File: src/rtl/ichain_pkg.sv
package ichain_pkg;
  localparam int unsigned DEF_INSTR_W = 32;
  localparam int unsigned STAT_POS    = 0;

  typedef struct packed {
    logic capture;
    logic shift;
    logic update;
  } tap_qual_t;
endpackage

File: src/rtl/ichain_shifter.sv
module ichain_shifter #(
  parameter int unsigned INSTR_W = ichain_pkg::DEF_INSTR_W,
  localparam int unsigned CHAIN_W = INSTR_W + 1
) (
  input  logic                  clk,
  input  logic                  rst,
  input  ichain_pkg::tap_qual_t q,
  input  logic                  ready_in,
  input  logic                  tdi,
  output logic                  tdo,
  output logic [INSTR_W-1:0]    field
);
  logic [CHAIN_W-1:0] sr;

  always_ff @(posedge clk) begin
    if (rst) begin
      sr <= '0;
    end else if (q.capture) begin
      sr <= {{INSTR_W{1'b0}}, ready_in};
    end else if (q.shift) begin
      sr <= {tdi, sr[CHAIN_W-1:1]};
    end
  end

  assign tdo   = sr[ichain_pkg::STAT_POS];
  assign field = sr[CHAIN_W-1:1];
endmodule

File: src/rtl/ichain_instr_reg.sv
module ichain_instr_reg #(
  parameter int unsigned INSTR_W = ichain_pkg::DEF_INSTR_W
) (
  input  logic               clk,
  input  logic               rst,
  input  logic               load,
  input  logic [INSTR_W-1:0] d,
  output logic [INSTR_W-1:0] q
);
  always_ff @(posedge clk) begin
    if (rst)       q <= '0;
    else if (load) q <= d;
  end
endmodule

File: src/rtl/ichain_issue_ctl.sv
module ichain_issue_ctl (
  input  logic clk,
  input  logic rst,
  input  logic capture,
  input  logic rti,
  input  logic exec_en,
  input  logic sticky_abort,
  input  logic instr_done,
  output logic ready_flag,
  output logic issue_o
);
  logic rti_d;
  logic cap_rdy;
  logic fire;

  assign fire = rti & ~rti_d & exec_en & cap_rdy & ~sticky_abort;

  always_ff @(posedge clk) begin
    if (rst) begin
      rti_d      <= 1'b0;
      ready_flag <= 1'b1;
      cap_rdy    <= 1'b0;
      issue_o    <= 1'b0;
    end else begin
      rti_d   <= rti;
      issue_o <= fire;
      if (fire) begin
        ready_flag <= 1'b0;
        cap_rdy    <= 1'b0;
      end else begin
        if (instr_done) ready_flag <= 1'b1;
        if (capture)    cap_rdy    <= ready_flag;
      end
    end
  end
endmodule

File: src/rtl/instr_xfer_chain.sv
module instr_xfer_chain #(
  parameter int unsigned INSTR_W = ichain_pkg::DEF_INSTR_W
) (
  input  logic               clk,
  input  logic               rst,
  input  logic               chain_sel,
  input  logic               capture_dr,
  input  logic               shift_dr,
  input  logic               update_dr,
  input  logic               rti,
  input  logic               tdi,
  output logic               tdo,
  input  logic               exec_en,
  input  logic               sticky_abort,
  input  logic               instr_done,
  output logic [INSTR_W-1:0] instr_o,
  output logic               issue_o
);
  ichain_pkg::tap_qual_t qual;
  logic [INSTR_W-1:0]    field;
  logic                  ready_flag;

  assign qual.capture = capture_dr & chain_sel;
  assign qual.shift   = shift_dr   & chain_sel;
  assign qual.update  = update_dr  & chain_sel;

  ichain_shifter #(.INSTR_W(INSTR_W)) u_shift (
    .clk(clk), .rst(rst), .q(qual), .ready_in(ready_flag),
    .tdi(tdi), .tdo(tdo), .field(field)
  );

  ichain_instr_reg #(.INSTR_W(INSTR_W)) u_ir (
    .clk(clk), .rst(rst), .load(qual.update), .d(field), .q(instr_o)
  );

  ichain_issue_ctl u_ctl (
    .clk(clk), .rst(rst), .capture(qual.capture), .rti(rti),
    .exec_en(exec_en), .sticky_abort(sticky_abort), .instr_done(instr_done),
    .ready_flag(ready_flag), .issue_o(issue_o)
  );
endmodule

File: config.mk
export PLATFORM = sky130hd
export DESIGN_NAME = instr_xfer_chain
export DESIGN_NICKNAME = d
export VERILOG_FILES = /design/src/rtl/ichain_pkg.sv /design/src/rtl/ichain_shifter.sv /design/src/rtl/ichain_instr_reg.sv /design/src/rtl/ichain_issue_ctl.sv /design/src/rtl/instr_xfer_chain.sv
export SDC_FILE = /design/constraint.sdc
export NUM_CORES = 1
export LEC_CHECK = 0
export CAP_MARGIN = 20
export CORE_ASPECT_RATIO = 2
export CORE_UTILIZATION = 40
export DETAILED_ROUTE_END_ITERATION = 8
export GPL_TIMING_DRIVEN = 1
export PLACE_DENSITY_LB_ADDON = 0.2
export SLEW_MARGIN = 10
export SYNTH_ARGS = -nofsm -noshare
export SYNTH_HDL_FRONTEND = slang
export SYNTH_SLANG_ARGS = --single-unit
File: constraint.sdc
create_clock -name clk -period 1.83 [get_ports clk]
set_input_delay 0.366 -clock clk [delete_from_list [all_inputs] [get_ports clk]]
set_output_delay 0.366 -clock clk [all_outputs]
set_load 0.005 [all_outputs]
==> impl_metrics.toml, run 1 <==
[floorplan]
coreArea_sq_um = 5810
die-area_sq_um = 6430
io_pins = 45
dieWidth_microns = 57.2
initial_core_util_pct = 42.0
rows = 39
die_height_microns = 112

[layout]
fin_nets = 353
area_growth_pct = 30.4
multi_input_area_sq_um = 907
fin_cells = 407
num_antenna_cells = 0
seqCellArea_sq_um = 1380
drive_gt1_share_pct = 6.07
fill_cells = 574

[grt]
grt_pass1_wl_microns = 8410
grt_max_degree = 33
grt_pass1_vias = 1908
grtUsageTotal_pct = 17.4
overflow = 0
antenna_found_initial = 0

[status]
outcome = "complete, but fails checks"
violations = "DRC"

[power]
peakVddDrop_v = 0.000808
powerDensity_nw_per_um2 = 996
power.switching_uw = 658
p_comb_share_pct = 4.3
cellInternalPower_uw = 2500
p_sw_share_pct = 20.8
p_clk_share_pct = 47.8
p_leak_uw = 0.00105
p_seq_share_pct = 47.8

[clock_tree]
ctsHoldBuffers = 0
clock_sinks = 69
clockRootBuffer = "clkbuf_16"
clkLatencyLatePin_ns = 0.33
htreeDepth = 3
numCtsBuffers = 9
tritoncts = "built"
cts_buffer_depth = 2
post_cts_resized = 0
clkTransAtPathRegs_ns = 0.05
cts_setup_buffers = 0

[sta]
slew_viol_final = 0
worstMarginPinSlew_ns = 0.248
finalSetupViolations = 0
timing.setup.tns_ns = 0
fin_skew_ns = 0.00471
hold_viol_final = 0
min_period_over_period_pct = 84.8
rsz0062_at_grt = "false"
relSlewSlack_pct = 83.4
min_period_ns = 1.55
achievable-frequency_ghz = 0.644

[synth]
synth_top_cell_by_area = "dfxtp_1"
yosysWarningCount = 0
synthCells = 300
ys_top_cells_by_area = "dfxtp_1 57%, nand2_1 20%, a21oi_1 13%, buf_6 3.2%, buf_2 2.1%"
ys_seq_area_share_pct = 56.7
synth.ff_latch_count = 69
syn-cell-area_sq_um = 2440
synth_top_area_share_pct = 56.7
syn-num-nets = 311
syn_avg_cell_area_sq_um = 8.12
synthDistinctLibCells = 16

[hold_path]
hold_path_class = "flop to flop"
worstHoldStart = "u_ir.q[24]$_SDFFE_PP0P_"

[setup_path]
cp-startpoint = "u_ir.q[18]$_SDFFE_PP0P_"
cp_slowest_cell = "clkdlybuf4s50_1"
crit_path_end_kind = "primary output"
crit_arrival_ns = 1.19
worstPathRequired_ns = 1.46
worstPathCellList = "clkdlybuf4s50_1"
crit_type = "flop to primary output"
cp_max_fo = 2
critPathTopFamily = "buffers and inverters"
crit-reg2reg-launch = "u_ctl.rti_d$_SDFF_PP0_"
crit_path_start_kind = "flop"
slowest_delay_ns = 0.51
crit_buf_inv = 1

[placed_design]
gp_congestion = 0.777
port_buffers = 44
hpwl_microns = 3200
placedCellCount = 392

[route]
wl_per_cell_microns = 12.0
drc_errors = 2
vias_per_cell = 4.96
drtAntennaViolNets = 0
drt-initial-drc-count = 46
vias = 2018
postRouteWirelength_microns = 4890
first_pass_iters = 8

[run]
drv_cap = 0
==> through the flow <==
stage / hold WS (ns) / utilization (%) / power (uW) / setup slack (ns) / area, sq um
floorplan: 0.445 / - / 1630 / 0.830 / 2440
global placement: 0.442 / 50.2 / 1680 / 0.246 / 2920
detailed placement: 0.446 / 50.2 / 1680 / 0.230 / 2920
CTS: 0.453 / 54.7 / 3200 / 0.255 / 3180
global route: 0.469 / 54.7 / 3270 / 0.239 / 3180
finish: 0.449 / 54.7 / 3160 / 0.278 / 3180
==> cell usage after synthesis <==
| cell | instances |
|---|---|
| nand2_1 | 133 |
| dfxtp_1 | 69 |
| a21oi_1 | 64 |
| buf_2 | 10 |
| buf_6 | 7 |
| clkbuf_1 | 3 |
| nor2_1 | 3 |
| and2_1 | 2 |
| nor3_1 | 2 |
| a311oi_2 | 1 |
| buf_4 | 1 |
| mux2i_1 | 1 |
| nand2b_1 | 1 |
| nand4b_1 | 1 |
| nor2b_1 | 1 |
| o21bai_1 | 1 |
==> per-layer routing <==
layer	routed length, microns	global-route usage [%]	vias to the layer above
met5	0	0	-
met4	166	10.9	0
met3	152	6.45	11
met2	2620	29.4	37
met1	1960	17.6	925
li1	-	-	1045
==> cells by family (layout without fill, tap and decap cells) <==
group | Yosys count | count (layout) | synth area share, %
simple gates | 143 | 143 | 22.8
flops | 69 | 69 | 56.7
compound gates | 66 | 66 | 14.1
buf+inv | 21 | 67 | 6.06
mux | 1 | 1 | 0.411
==> registers in the layout, indices dropped and copies added, names as in the netlist <==
| name | count |
|---|---|
| u_shift.sr | 33 |
| u_ctl.cap_rdy | 1 |
| u_ctl.rti_d | 1 |
| u_ctl.issue_o | 1 |
| u_ctl.ready_flag | 1 |
| u_ir.q | 32 |
==> worst paths after layout <==
kind                                   end  slack (ns)  depth (start not counted)
max                            instr_o[18]        0.28                          1
min                u_ir.q[24]$_SDFFE_PP0P_        0.45                          2
max reg2reg  u_ctl.ready_flag$_SDFFE_PP1P_        1.01                          3
min reg2reg        u_ir.q[24]$_SDFFE_PP0P_        0.45                          2
==> power by group through the flow <==
stage / combinational [uW] / clock [uW] / sequential, uW
floorplan: 88.0 / 0 / 1540
global route: 152 / 1610 / 1510
global placement: 140 / 0 / 1540
detailed placement: 140 / 0 / 1540
finish: 137 / 1510 / 1510
CTS: 141 / 1550 / 1510
==> cell usage in the layout (no fill, tap or decap) <==
cell | netlist | layout
buf_4 | 1 | 4
a311oi_2 | 1 | 1
dfxtp_1 | 69 | 69
clkbuf_16 | 0 | 9
clkdlybuf4s50_1 | 0 | 44
buf_12 | 0 | 4
clkbuf_8 | 0 | 1
nand4b_1 | 1 | 1
nor2_1 | 3 | 3
and2_1 | 2 | 2
mux2i_1 | 1 | 1
nor2b_1 | 1 | 1
o21bai_1 | 1 | 1
a21oi_1 | 64 | 64
nand2_1 | 133 | 133
nand2b_1 | 1 | 1
clkbuf_1 | 3 | 3
clkinv_2 | 0 | 2
nor3_1 | 2 | 2
==> cell type report <==
type                            count  area share (%)
Sequential cell                    69            43.5
Multi-Input combinational cell    210            28.6
Timing Repair Buffer               52            17.3
Clock buffer                       13            7.88
Tap cell                           61            2.40
Clock inverter                      2           0.315
==> worst register-to-register path, stage by stage (launching register included) <==
cell and delay (ns):
dfxtp_1 0.30, nand4b_1 0.17, nor2_1 0.15, o21bai_1 0.09
(Power assumes the default switching activity.)
==> run 2: changes to the inputs <==
==> constraint.sdc (replaced) <==
create_clock -name clk -period 1.54 [get_ports clk]
set_input_delay 0.308 -clock clk [delete_from_list [all_inputs] [get_ports clk]]
set_output_delay 0.308 -clock clk [all_outputs]
set_load 0.005 [all_outputs]
==> run 2 against run 1 <==
The run still ends with DRC left. First-iteration DRC count up 85%. Final area rose by 1.3%. Count of clock-buffer cells in the layout is 1 higher. Clock skew shrank 0.00087 ns. Die area did not move. Total power rose by 26%. Routed wire length grew 0.25%. Clock power increased by 33%. Critical path type unchanged. Largest cell class unchanged.
==> impl_metrics.toml, run 2 (synthesis results as in run 1) <==
[status]
outcome = "complete, but fails checks"
violations = "DRC"

[layout]
drive_gt1_share_pct = 6.34
final_common_cell = "nand2_1"
fin_nets = 354
area_growth_pct = 32.0
stdcell_area_sq_um = 3220
largest_reg_flops = 33
fin_cells = 408
num_antenna_cells = 0
largest-register = "u_shift.sr"
top_regs = "u_shift.sr: 33 flops, u_ir.q: 32 flops"
final_cell_mix = "133 x nand2_1, 69 x dfxtp_1, 64 x a21oi_1"

[floorplan]
initial_core_util_pct = 42.0
rows = 39
coreArea_sq_um = 5810
dieWidth_microns = 57.2
io_pins = 45
die_height_microns = 112
die-area_sq_um = 6430

[power]
peakVddDrop_v = 0.000837
p_comb_share_pct = 4.1
power.switching_uw = 783
p_seq_share_pct = 45.2
p_leak_uw = 0.00106
powerDensity_nw_per_um2 = 1240
cellInternalPower_uw = 3190
p_sw_share_pct = 19.7
p_clk_share_pct = 50.6
power_uw = 3980

[placed_design]
hpwl_microns = 3180
gp_congestion = 0.725
placedCellCount = 393
place_area_sq_um = 2920
port_buffers = 44

[route]
vias_per_cell = 4.95
postRouteWirelength_microns = 4900
drt-initial-drc-count = 85
vias = 2021
drtAntennaViolNets = 0
first_pass_iters = 8
drc_errors = 2
wl_per_cell_microns = 12.0

[sta]
rsz0062_at_grt = "false"
min_period_ns = 1.50
min_period_over_period_pct = 97.4
worstMarginPinSlew_ns = 0.246
timing.setup.tns_ns = 0
achievable-frequency_ghz = 0.666
slew_viol_final = 0
relSlewSlack_pct = 83.6
finalSetupViolations = 0
hold_viol_final = 0
fin_skew_ns = 0.00384

[clock_tree]
tritoncts = "built"
clkTransAtPathRegs_ns = 0.05
post_cts_resized = 0
htreeDepth = 3
cts_buffer_depth = 2
cts_setup_buffers = 0
clkLatencyLatePin_ns = 0.33
numCtsBuffers = 9
clockRootBuffer = "clkbuf_16"
clock_sinks = 69
ctsHoldBuffers = 0

[run]
drv_cap = 0

[grt]
grt_pass1_vias = 1909
grtUsageTotal_pct = 17.1
grt_pass1_wl_microns = 8360
overflow = 0
antenna_found_initial = 0
grt_max_degree = 33

[setup_path]
slowest_delay_ns = 0.51
worstPathRequired_ns = 1.23
cp_max_fo = 2
worstPathCellList = "clkdlybuf4s50_1"
cp_slowest_cell = "clkdlybuf4s50_1"
crit_path_end_kind = "primary output"
crit_arrival_ns = 1.19
crit_buf_inv = 1
critPathTopFamily = "buffers and inverters"
crit_type = "flop to primary output"
r2r_cells = 3
crit_path_start_kind = "flop"
crit_cells = 1

[hold_path]
hold_path_class = "flop to flop"
hold_path_depth = 2
## run 2: final cells by class
class | instances | area (sq um)
tap | 61 | 76.3
multi-input combinational | 210 | 907
sequential | 69 | 1380
clock inverter | 1 | 30.0
timing repair buffer | 53 | 558
clock buffer | 14 | 264
fill | 551 | 2590
## run 2: tightest hold or removal path: stages (launching register included)
cell and delay, ns:
dfxtp_1 0.30, nand2_1 0.05, a21oi_1 0.05
## run 2: worst paths after layout
| check | start | to | slack (ns) |
|---|---|---|---|
| worst min register to register | u_ir.q[22]$_SDFFE_PP0P_ | u_ir.q[22]$_SDFFE_PP0P_ | 0.45 |
| worst max register to register | u_ctl.rti_d$_SDFF_PP0_ | u_ctl.ready_flag$_SDFFE_PP1P_ | 0.73 |
| worst max-delay path | u_ir.q[11]$_SDFFE_PP0P_ | instr_o[11] | 0.04 |
| worst min-delay path | u_ir.q[22]$_SDFFE_PP0P_ | u_ir.q[22]$_SDFFE_PP0P_ | 0.45 |
## run 2: stage by stage
stage	hold slack (ns)	util [%]	setup WS (ns)
finish	0.451	55.4	0.0395
global route	0.469	55.4	0.00649
CTS	0.453	55.4	0.0166
detailed placement	0.446	50.3	-0.00408
global placement	0.443	50.3	0.0345
floorplan	0.387	-	0.598
## run 2: power groups by stage
stage / Clock (uW) / Sequential [uW] / Combinational, uW
after floorplan: 0 / 1830 / 105
after global placement: 0 / 1830 / 166
after detailed placement: 0 / 1830 / 168
after CTS: 2060 / 1800 / 168
after global routing: 2130 / 1800 / 180
final: 2010 / 1800 / 164
## run 2: metal layers
metal	vias to the layer above	GRT usage (%)	wire (microns)
li1	1046	-	-
met3	11	3.80	104
met2	30	29.6	2630
met4	0	12.2	167
met5	-	0	0
met1	934	17.5	2000
==> run 3: changes to the inputs <==
--- a/config.mk
+++ b/config.mk
@@ -7,11 +7,11 @@
 export LEC_CHECK = 0
 export CAP_MARGIN = 20
 export CORE_ASPECT_RATIO = 2
-export CORE_UTILIZATION = 40
+export CORE_UTILIZATION = 45
 export DETAILED_ROUTE_END_ITERATION = 8
 export GPL_TIMING_DRIVEN = 1
 export PLACE_DENSITY_LB_ADDON = 0.2
-export SLEW_MARGIN = 10
+export SLEW_MARGIN = 20
 export SYNTH_ARGS = -nofsm -noshare
 export SYNTH_HDL_FRONTEND = slang
 export SYNTH_SLANG_ARGS = --single-unit
==> run 3 against run 2 <==
The run now ends clean. Setup slack got worse by 0.0052 ns. Hold slack barely moved. Utilization rose by 4.2 points. Combinational power rose by 2%. Final area fell by 4.0%. Via count rose by 0.49%. Maximum frequency fell by 0.34%. Global-route usage rose by 2.6 points. Total power fell by 20%.
==> impl_metrics.toml, run 3 (synthesis results as in run 1) <==
[status]
outcome = "finished, final reports clean"

[clock_tree]
numCtsBuffers = 9
clkLatencyLatePin_ns = 0.33
clock_sinks = 69
htreeDepth = 3
cts_buffer_depth = 2
clockRootBuffer = "clkbuf_8"
clkTransAtPathRegs_ns = 0.07
tritoncts = "built"

[sta]
hold_viol_final = 0
worstMarginPinSlew_ns = 0.274
min_period_over_period_pct = 97.8
fin_skew_ns = 0.00447
timing.setup.tns_ns = 0
slew_viol_final = 0
rsz0062_at_grt = "false"
min_period_ns = 1.51
finalSetupViolations = 0
achievable-frequency_ghz = 0.664
relSlewSlack_pct = 81.7

[layout]
final_common_cell = "nand2_1"
top_regs = "u_shift.sr: 33 flops, u_ir.q: 32 flops"
largest-register = "u_shift.sr"
seqCellArea_sq_um = 1390
utilization_pct = 59.6
fin_nets = 355
multi_input_area_sq_um = 907
fill_cells = 500
num_antenna_cells = 0
area_growth_pct = 26.8
final_cell_mix = "133 x nand2_1, 66 x dfxtp_1, 64 x a21oi_1"
largest_reg_flops = 33
stdcell_area_sq_um = 3090
drive_gt1_share_pct = 7.47

[grt]
grt_max_degree = 33
overflow = 0
grt_pass1_vias = 1865
antenna_found_initial = 0
grtUsageTotal_pct = 19.7
grt_pass1_wl_microns = 8120

[setup_path]
slowest_delay_ns = 0.51
crit_path_end_kind = "primary output"
crit_path_start_kind = "flop"
worstPathRequired_ns = 1.23
cp_max_fo = 2
worstPathCellList = "clkdlybuf4s50_1"
crit_buf_inv = 1
crit_arrival_ns = 1.20
cp_slowest_cell = "clkdlybuf4s50_1"
crit_type = "flop to primary output"
critPathTopFamily = "buffers and inverters"

[route]
drt-initial-drc-count = 43
vias_per_cell = 5.00
vias = 2031
drc_errors = 0
wl_per_cell_microns = 12.0
postRouteWirelength_microns = 4870
drtAntennaViolNets = 0
first_pass_iters = 4

[floorplan]
rows = 37
dieWidth_microns = 54.0
die_height_microns = 106
coreArea_sq_um = 5180
die-area_sq_um = 5730
io_pins = 45
initial_core_util_pct = 47.0

[placed_design]
port_buffers = 44
gp_congestion = 0.730
hpwl_microns = 3280
place_area_sq_um = 2930

[power]
powerDensity_nw_per_um2 = 1030
peakVddDrop_v = 0.000810
p_leak_uw = 0.00101
power_uw = 3180

[run]
drv_cap = 0

[hold_path]
hold_path_class = "flop to flop"
run 3: cell types whose count changed in the layout (fill, tap and decap cells not counted), sizes merged:
cell / previous run / this run
clkbuf: 14 / 13
buf: 9 / 10
clkinv: 0 / 2
bufinv: 1 / 0
run 3: stage by stage:
| step | hold slack (ns) | std cells | setup slack (ns) |
|---|---|---|---|
| finish | 0.451 | 406 | 0.0343 |
| global placement | 0.443 | 391 | 0.0278 |
| CTS | 0.454 | 406 | 0.000974 |
| detailed placement | 0.445 | 391 | 0.000356 |
| floorplan | 0.387 | 300 | 0.598 |
| global route | 0.470 | 406 | 0.00100 |
run 3: area by class of cell:
type                    count  area share, %
multi-input cells         210           29.4
clock buffers              13           4.82
flip-flops and latches     69           44.8
well taps                  58           2.35
repair buffers             54           18.3
clock inverters             2          0.324
run 3: routing by layer:
layer / global-route usage, % / up-vias / share of wire (%)
met5: 0 / - / 0
met4: 11.9 / 0 / 2.0
met3: 4.86 / 7 / 2.4
met2: 33.9 / 30 / 55
met1: 19.9 / 947 / 40
li1: - / 1047 / -
run 3: timing repair:
| item | 4_1_cts | 5_1_grt |
|---|---|---|
| endpoints found under the setup margin | 1 | 2 |
| buffers inserted | 0 | 0 |
| endpoints found under the hold margin | 0 | 0 |
| gates resized for setup | 1 | 2 |
| hold buffers | 0 | 0 |
run 3: report_power, final:
group	switching [uW]	leakage, uW	total [uW]	internal, uW
sequential	3.38	0.000558	1790	1790
clock	596	0.0000833	1210	616
combinational	101	0.000370	168	67.5
run 3: final timing paths:
kind                                        end                    start  slack, ns  cells after the start
setup / recovery                    instr_o[19]  u_ir.q[19]$_SDFFE_PP0P_       0.03                      1
hold / removal          u_ir.q[29]$_SDFFE_PP0P_  u_ir.q[29]$_SDFFE_PP0P_       0.45                      2
setup reg to reg  u_ctl.ready_flag$_SDFFE_PP1P_   u_ctl.rti_d$_SDFF_PP0_       0.71                      3
hold reg to reg         u_ir.q[29]$_SDFFE_PP0P_  u_ir.q[29]$_SDFFE_PP0P_       0.45                      2
